[config.mk]
export PLATFORM = sky130hd
export DESIGN_NAME = indirect_reg_port
export DESIGN_NICKNAME = d
export VERILOG_FILES = /design/src/rtl/iport_pkg.sv /design/src/rtl/iport_decode.sv /design/src/rtl/iport_pointer.sv /design/src/rtl/iport_bank.sv /design/src/rtl/indirect_reg_port.sv
export SDC_FILE = /design/constraint.sdc
export NUM_CORES = 1
export LEC_CHECK = 0
export ABC_AREA = 0
export BUFFER_PORTS_ARGS = -buffer_cell sky130_fd_sc_hd__buf_2
export CORE_MARGIN = 2
export CORE_UTILIZATION = 45
export CTS_BUF_LIST = sky130_fd_sc_hd__clkbuf_4
export CTS_CLUSTER_DIAMETER = 40
export CTS_CLUSTER_SIZE = 25
export DETAILED_ROUTE_END_ITERATION = 6
export GPL_ROUTABILITY_DRIVEN = 0
export HOLD_SLACK_MARGIN = 0.15
export MAX_ROUTING_LAYER = met4
export PLACE_DENSITY_LB_ADDON = 0.15
export SETUP_SLACK_MARGIN = 0.5
export SLEW_MARGIN = 25
export SYNTH_ARGS = -nofsm -noshare
export SYNTH_HDL_FRONTEND = slang
export SYNTH_HIERARCHICAL = 1
export SYNTH_SLANG_ARGS = --single-unit
[constraint.sdc]
create_clock -name clk -period 7.7 [get_ports clk]
set_input_delay 0.77 -clock clk [delete_from_list [all_inputs] [get_ports clk]]
set_output_delay 0.77 -clock clk [all_outputs]
set_load 0.005 [all_outputs]
[src/rtl/iport_pkg.sv]
package iport_pkg;

  typedef enum logic [1:0] {
    SEL_NONE = 2'd0,
    SEL_IDX  = 2'd1,
    SEL_CSR  = 2'd2,
    SEL_BCR  = 2'd3
  } port_sel_e;

  // Byte offsets; the mode-dependent ones come in word / double-word pairs
  localparam logic [4:0] OFS_CSR     = 5'h10;
  localparam logic [4:0] OFS_IDX_WRD = 5'h12;
  localparam logic [4:0] OFS_IDX_DWD = 5'h14;
  localparam logic [4:0] OFS_BCR_WRD = 5'h16;
  localparam logic [4:0] OFS_BCR_DWD = 5'h1C;

endpackage

[src/rtl/iport_decode.sv]
module iport_decode
  import iport_pkg::*;
#(
  parameter int ADDR_W = 5
) (
  input  logic [ADDR_W-1:0] io_addr,
  input  logic              dword_mode,
  output port_sel_e         sel
);

  logic [ADDR_W-1:0] idx_ofs;
  logic [ADDR_W-1:0] bcr_ofs;

  always_comb begin
    idx_ofs = dword_mode ? ADDR_W'(OFS_IDX_DWD) : ADDR_W'(OFS_IDX_WRD);
    bcr_ofs = dword_mode ? ADDR_W'(OFS_BCR_DWD) : ADDR_W'(OFS_BCR_WRD);
  end

  always_comb begin
    sel = SEL_NONE;
    if (io_addr == ADDR_W'(OFS_CSR)) begin
      sel = SEL_CSR;
    end else if (io_addr == idx_ofs) begin
      sel = SEL_IDX;
    end else if (io_addr == bcr_ofs) begin
      sel = SEL_BCR;
    end
  end

endmodule

[src/rtl/iport_pointer.sv]
module iport_pointer #(
  parameter int PTR_W = 8
) (
  input  logic             clk,
  input  logic             rst_n,
  input  logic             soft_rst,
  input  logic             load,
  input  logic [PTR_W-1:0] din,
  output logic [PTR_W-1:0] ptr
);

  logic [PTR_W-1:0] ptr_nxt;
  logic             ptr_en;

  always_comb begin
    ptr_en  = soft_rst | load;
    ptr_nxt = soft_rst ? '0 : din;
  end

  always_ff @(posedge clk or negedge rst_n) begin
    if (!rst_n) begin
      ptr <= '0;
    end else if (ptr_en) begin
      ptr <= ptr_nxt;
    end
  end

  // soft reset wins over a same-cycle load
  assert_soft_clear_R7: assert property (@(posedge clk) disable iff (!rst_n)
    soft_rst |=> (ptr == '0));

  // a plain load captures the presented byte
  assert_load_R1: assert property (@(posedge clk) disable iff (!rst_n)
    (load && !soft_rst) |=> (ptr == $past(din)));

endmodule

[src/rtl/iport_bank.sv]
module iport_bank #(
  parameter int N_REGS = 8,
  parameter int REG_W  = 16,
  parameter int IDX_W  = 8
) (
  input  logic             clk,
  input  logic             rst_n,
  input  logic             we,
  input  logic [IDX_W-1:0] idx,
  input  logic [REG_W-1:0] din,
  output logic [REG_W-1:0] dout
);

  localparam int SLOT_W = (N_REGS > 1) ? $clog2(N_REGS) : 1;

  logic [REG_W-1:0]        mem [N_REGS];
  logic [N_REGS*REG_W-1:0] mem_flat;
  logic                    hit;
  logic [SLOT_W-1:0]       slot;

  always_comb begin
    hit  = (int'(idx) < N_REGS);
    slot = idx[SLOT_W-1:0];
  end

  for (genvar i = 0; i < N_REGS; i++) begin : g_slot
    logic ent_en;
    assign ent_en = we && hit && (slot == SLOT_W'(i));

    always_ff @(posedge clk or negedge rst_n) begin
      if (!rst_n) begin
        mem[i] <= '0;
      end else if (ent_en) begin
        mem[i] <= din;
      end
    end

    assign mem_flat[i*REG_W +: REG_W] = mem[i];
  end

  always_comb begin
    dout = '0;
    if (hit) begin
      dout = mem[slot];
    end
  end

  // a write to an unimplemented index leaves every entry untouched
  assert_oob_discard_R9: assert property (@(posedge clk) disable iff (!rst_n)
    (we && (int'(idx) >= N_REGS)) |=> $stable(mem_flat));

  // no write request, no storage change
  assert_idle_hold_R4: assert property (@(posedge clk) disable iff (!rst_n)
    !we |=> $stable(mem_flat));

endmodule

[src/rtl/indirect_reg_port.sv]
module indirect_reg_port
  import iport_pkg::*;
#(
  parameter int ADDR_W = 5,
  parameter int DATA_W = 32,
  parameter int PTR_W  = 8,
  parameter int REG_W  = 16,
  parameter int N_REGS = 8
) (
  input  logic              clk,
  input  logic              rst_n,
  input  logic              soft_rst,
  input  logic              stop,
  input  logic              dword_mode,
  input  logic [ADDR_W-1:0] io_addr,
  input  logic              rd_en,
  input  logic              wr_en,
  input  logic [DATA_W-1:0] wr_data,
  output logic [DATA_W-1:0] rd_data
);

  logic             rst_meta;
  logic             rst_sync;
  port_sel_e        sel;
  logic [PTR_W-1:0] ptr;
  logic             ptr_load;
  logic             csr_we;
  logic             bcr_we;
  logic [REG_W-1:0] csr_dout;
  logic [REG_W-1:0] bcr_dout;
  logic             unused_inputs;

  assign unused_inputs = ^{stop, wr_data[DATA_W-1:REG_W]};

  // Asynchronous assertion, synchronous release
  always_ff @(posedge clk or negedge rst_n) begin
    if (!rst_n) begin
      rst_meta <= 1'b0;
      rst_sync <= 1'b0;
    end else begin
      rst_meta <= 1'b1;
      rst_sync <= rst_meta;
    end
  end

  iport_decode #(.ADDR_W(ADDR_W)) u_decode (
    .io_addr    (io_addr),
    .dword_mode (dword_mode),
    .sel        (sel)
  );

  always_comb begin
    ptr_load = wr_en && (sel == SEL_IDX);
    csr_we   = wr_en && (sel == SEL_CSR);
    bcr_we   = wr_en && (sel == SEL_BCR);
  end

  iport_pointer #(.PTR_W(PTR_W)) u_pointer (
    .clk      (clk),
    .rst_n    (rst_sync),
    .soft_rst (soft_rst),
    .load     (ptr_load),
    .din      (wr_data[PTR_W-1:0]),
    .ptr      (ptr)
  );

  iport_bank #(.N_REGS(N_REGS), .REG_W(REG_W), .IDX_W(PTR_W)) u_csr_bank (
    .clk   (clk),
    .rst_n (rst_sync),
    .we    (csr_we),
    .idx   (ptr),
    .din   (wr_data[REG_W-1:0]),
    .dout  (csr_dout)
  );

  iport_bank #(.N_REGS(N_REGS), .REG_W(REG_W), .IDX_W(PTR_W)) u_bcr_bank (
    .clk   (clk),
    .rst_n (rst_sync),
    .we    (bcr_we),
    .idx   (ptr),
    .din   (wr_data[REG_W-1:0]),
    .dout  (bcr_dout)
  );

  always_comb begin
    rd_data = '0;
    if (rd_en) begin
      unique case (sel)
        SEL_IDX:  rd_data = DATA_W'(ptr);
        SEL_CSR:  rd_data = DATA_W'(csr_dout);
        SEL_BCR:  rd_data = DATA_W'(bcr_dout);
        default:  rd_data = '0;
      endcase
    end
  end

  // bus is quiet without a read strobe
  assert_idle_zero_R11: assert property (@(posedge clk) disable iff (!rst_sync)
    !rd_en |-> (rd_data == '0));

  // upper half of a read is always zero
  assert_upper_zero_R5: assert property (@(posedge clk) disable iff (!rst_sync)
    rd_en |-> (rd_data[DATA_W-1:REG_W] == '0));

  // a write to no port leaves the index alone
  assert_unmatched_R10: assert property (@(posedge clk) disable iff (!rst_sync)
    (wr_en && (sel == SEL_NONE) && !soft_rst) |=> $stable(ptr));

  // stop with no write and no soft reset leaves the index alone
  assert_stop_hold_R8: assert property (@(posedge clk) disable iff (!rst_sync)
    (stop && !wr_en && !soft_rst) |=> $stable(ptr));

endmodule

==> run summary <==
outcome - complete, no violations
clk slew on worst S/H paths - 140 ps
Remaining DRCs - 0
Post-Synth Simple-Gate Area - 4.638%
maxcap violations - 0
Slew @ Worst Pin - 1069 ps
CTS tree - yes
Hold Crit Class - flip-flop to async pin
Arr. time, crit path - 3670 ps
grt total ovfl - 0
Netlist Area Pre-Place - 13190 sq um
post-synth top area share - 50.46%
Die Y - 175.2 um
Layout area overhead - 9.087%
most common cell after layout, fill and taps aside - dfrtp_1
Cell Rows - 62
clock sink count - 266
Routed Antenna Nets - 0
PD cells - 194.0 nW/um^2
area of the multi-input gates - 6093 sq um
final hold vios - 0
Initial Util - 45.84%
core area - 28780 sq um
RSZ-0062 raised after global routing - false
Setup-failing EPs final - 0
io pins - 76
Critical Path End Type - output pin
layout cell share with drive strength beyond 1 - 47.43%
initial antenna violation count - 1
total chip power - 2.792 mW
HPWL after detailed placement - 19380 um
r2r endpoint - u_csr_bank/mem[16]
period utilization - 57.67%
vias in the first global route - 8014
Die ar. - 30700 sq um
global-route wire length before repair - 50650 um
Avg Cell Area, Syn - 14.06 sq um
setup bufs post-CTS - 0
post-synthesis mux area share - 36.27%
Pins Over Slew Limit - 0
CP max FO - 22
Final Core Density - 50.00%
via count - 7889
Worst slew margin - 28.49%
WHS - 259.0 ps
WL/cell - 23.50 um
Final nets - 1023
min Tclk post-route - 4441 ps
startpoint types - flip-flop
WS Path Type - flip-flop to output pin
post-route setup TNS - 0 ps
Root Buffer - clkbuf_4
largest net degree at the start of global routing - 166
worst flop-to-flop path startpoint - u_pointer/ptr[1]
most frequent cells in the layout - 264 x dfrtp_1, 240 x mux2_2, 88 x mux2i_1, 80 x mux2_4, 45 x clkbuf_4
Pleak - 7.094 nW
synth top area cells - dfrtp_1 50%, mux2_2 20%, mux2_4 9.1%
WL final - 32810 um
#FFs+latches synth - 266
adder-cell share of the synthesized area - 0%
Syn Inst Count - 938
r2r setup slk - 4760 ps
Pre-antenna DRT Iters - 6
H-tree Lvls - 2
XOR/XNOR Fraction of Synth Area - 0%
IO Port Bufs - 42
Yosys cell types - 36
cts bufs inserted - 41
Fmax achieved - 225.2 MHz
chip width - 175.2 um
Via density - 5.651
# fillers - 2598
Crit path required time - 6930 ps
1st-iter DRT viols - 538
worst-skew pair later-pin latency - 680 ps
Clock Path Buffers - 3
global-route usage over all layers - 22.51%
Synth Area in Compound Gates - 4.486%
Reg area - 6664 sq um
main combinational cell family by area after synthesis - multiplexers
post-synthesis sequential area ratio - 50.46%
Clock Skews - 42.53 ps
area leader, netlist - dfrtp_1
worst reg2reg path depth - 5
Yosys Warn Count - 6
worst vdd ir - 0.0001505 V
[kinds of logic (layout without fill, tap and decap cells)]
group,Yosys count,after routing
muxes,408,408
DFF,266,266
and+or+nand+nor,94,94
buffers and inverters,86,143
AOI/OAI and AO/OA,82,82
other,2,19
[worst max path at each step]
stage,endpoint,from,slack [ps]
global placement,u_csr_bank/mem[123],io_addr[1],3630
detailed placement,u_csr_bank/mem[123],io_addr[1],3600
floorplan,u_bcr_bank/mem[0],rst_sync,3340
finish,rd_data[7],u_pointer/ptr[2],3260
global route,rd_data[7],u_pointer/ptr[2],3200
CTS,rd_data[7],u_pointer/ptr[2],3330
[where the power goes]
group,internal [mW],switching (mW)
registers,1.43,0.0225
clock network,0.524,0.595
logic,0.0977,0.123
total,2.05,0.740
[synthesized netlist by cell type]
master,instances
a211oi_1,8
a21oi_1,9
a22o_1,32
a31oi_1,1
and3_1,1
buf_1,15
buf_12,2
buf_2,18
buf_4,17
buf_6,13
clkbuf_1,18
conb_1,2
dfrtp_1,266
inv_1,3
mux2_2,240
mux2_4,80
mux2i_1,88
nand2_1,7
nand2b_1,3
nand3b_1,3
nand4b_1,1
nand4bb_1,1
nor2_1,20
nor2b_1,2
nor3_1,32
nor3_2,4
nor4_4,2
nor4b_4,2
o22ai_1,32
or2_2,2
or3_1,1
or3b_1,1
or3b_2,2
or4_1,6
or4_4,2
or4b_4,2
[worst max-delay path, stage by stage, from the launching register on]
cell	delay [ps]
dfrtp_1	680
nand2_1	930
o22ai_1	220
nor3_1	390
mux2i_1	130
a211oi_1	450
buf_2	200
[routing by layer]
metal / up-vias / global-route usage [%] / part of all wire [%]
li1: 3519 / - / -
met1: 4124 / 34.11 / 50
met2: 195 / 31.79 / 44
met3: 51 / 3.460 / 4.8
met4: 0 / 4.965 / 1.7
met5: - / - / 0
[registers in the layout, summed over array words and instances (netlist names)]
register and cells:
u_pointer/ptr 8, u_bcr_bank/mem 128, rst_sync 1, rst_meta 1, u_csr_bank/mem 128
[what timing repair did]
| item | CTS | global route |
|---|---|---|
| gates resized for setup | 0 | 0 |
| endpoints found under the hold margin | 2 | 0 |
| hold buffers | 1 | 0 |
[cell type report]
cell class                      count  share of cell area, %
Sequential cell                   266                  46.31
Multi-Input combinational cell    601                  42.34
Tap cell                          384                  3.339
Timing Repair Buffer               66                  3.008
Clock inverter                     29                  2.539
Clock buffer                       45                  2.348
Inverter                            3                0.07825
Antenna cell                        2                0.03478
[per-stage QoR]
stage / cell area (sq um) / setup WS (ps) / instances
floorplan: 13250 / 3338 / 953
finish: 14390 / 3259 / 1396
global route: 14390 / 3196 / 1396
CTS: 14380 / 3335 / 1394
global placement: 13640 / 3630 / 1317
detailed placement: 13670 / 3603 / 1319
Power figures use the tool's default switching activity.
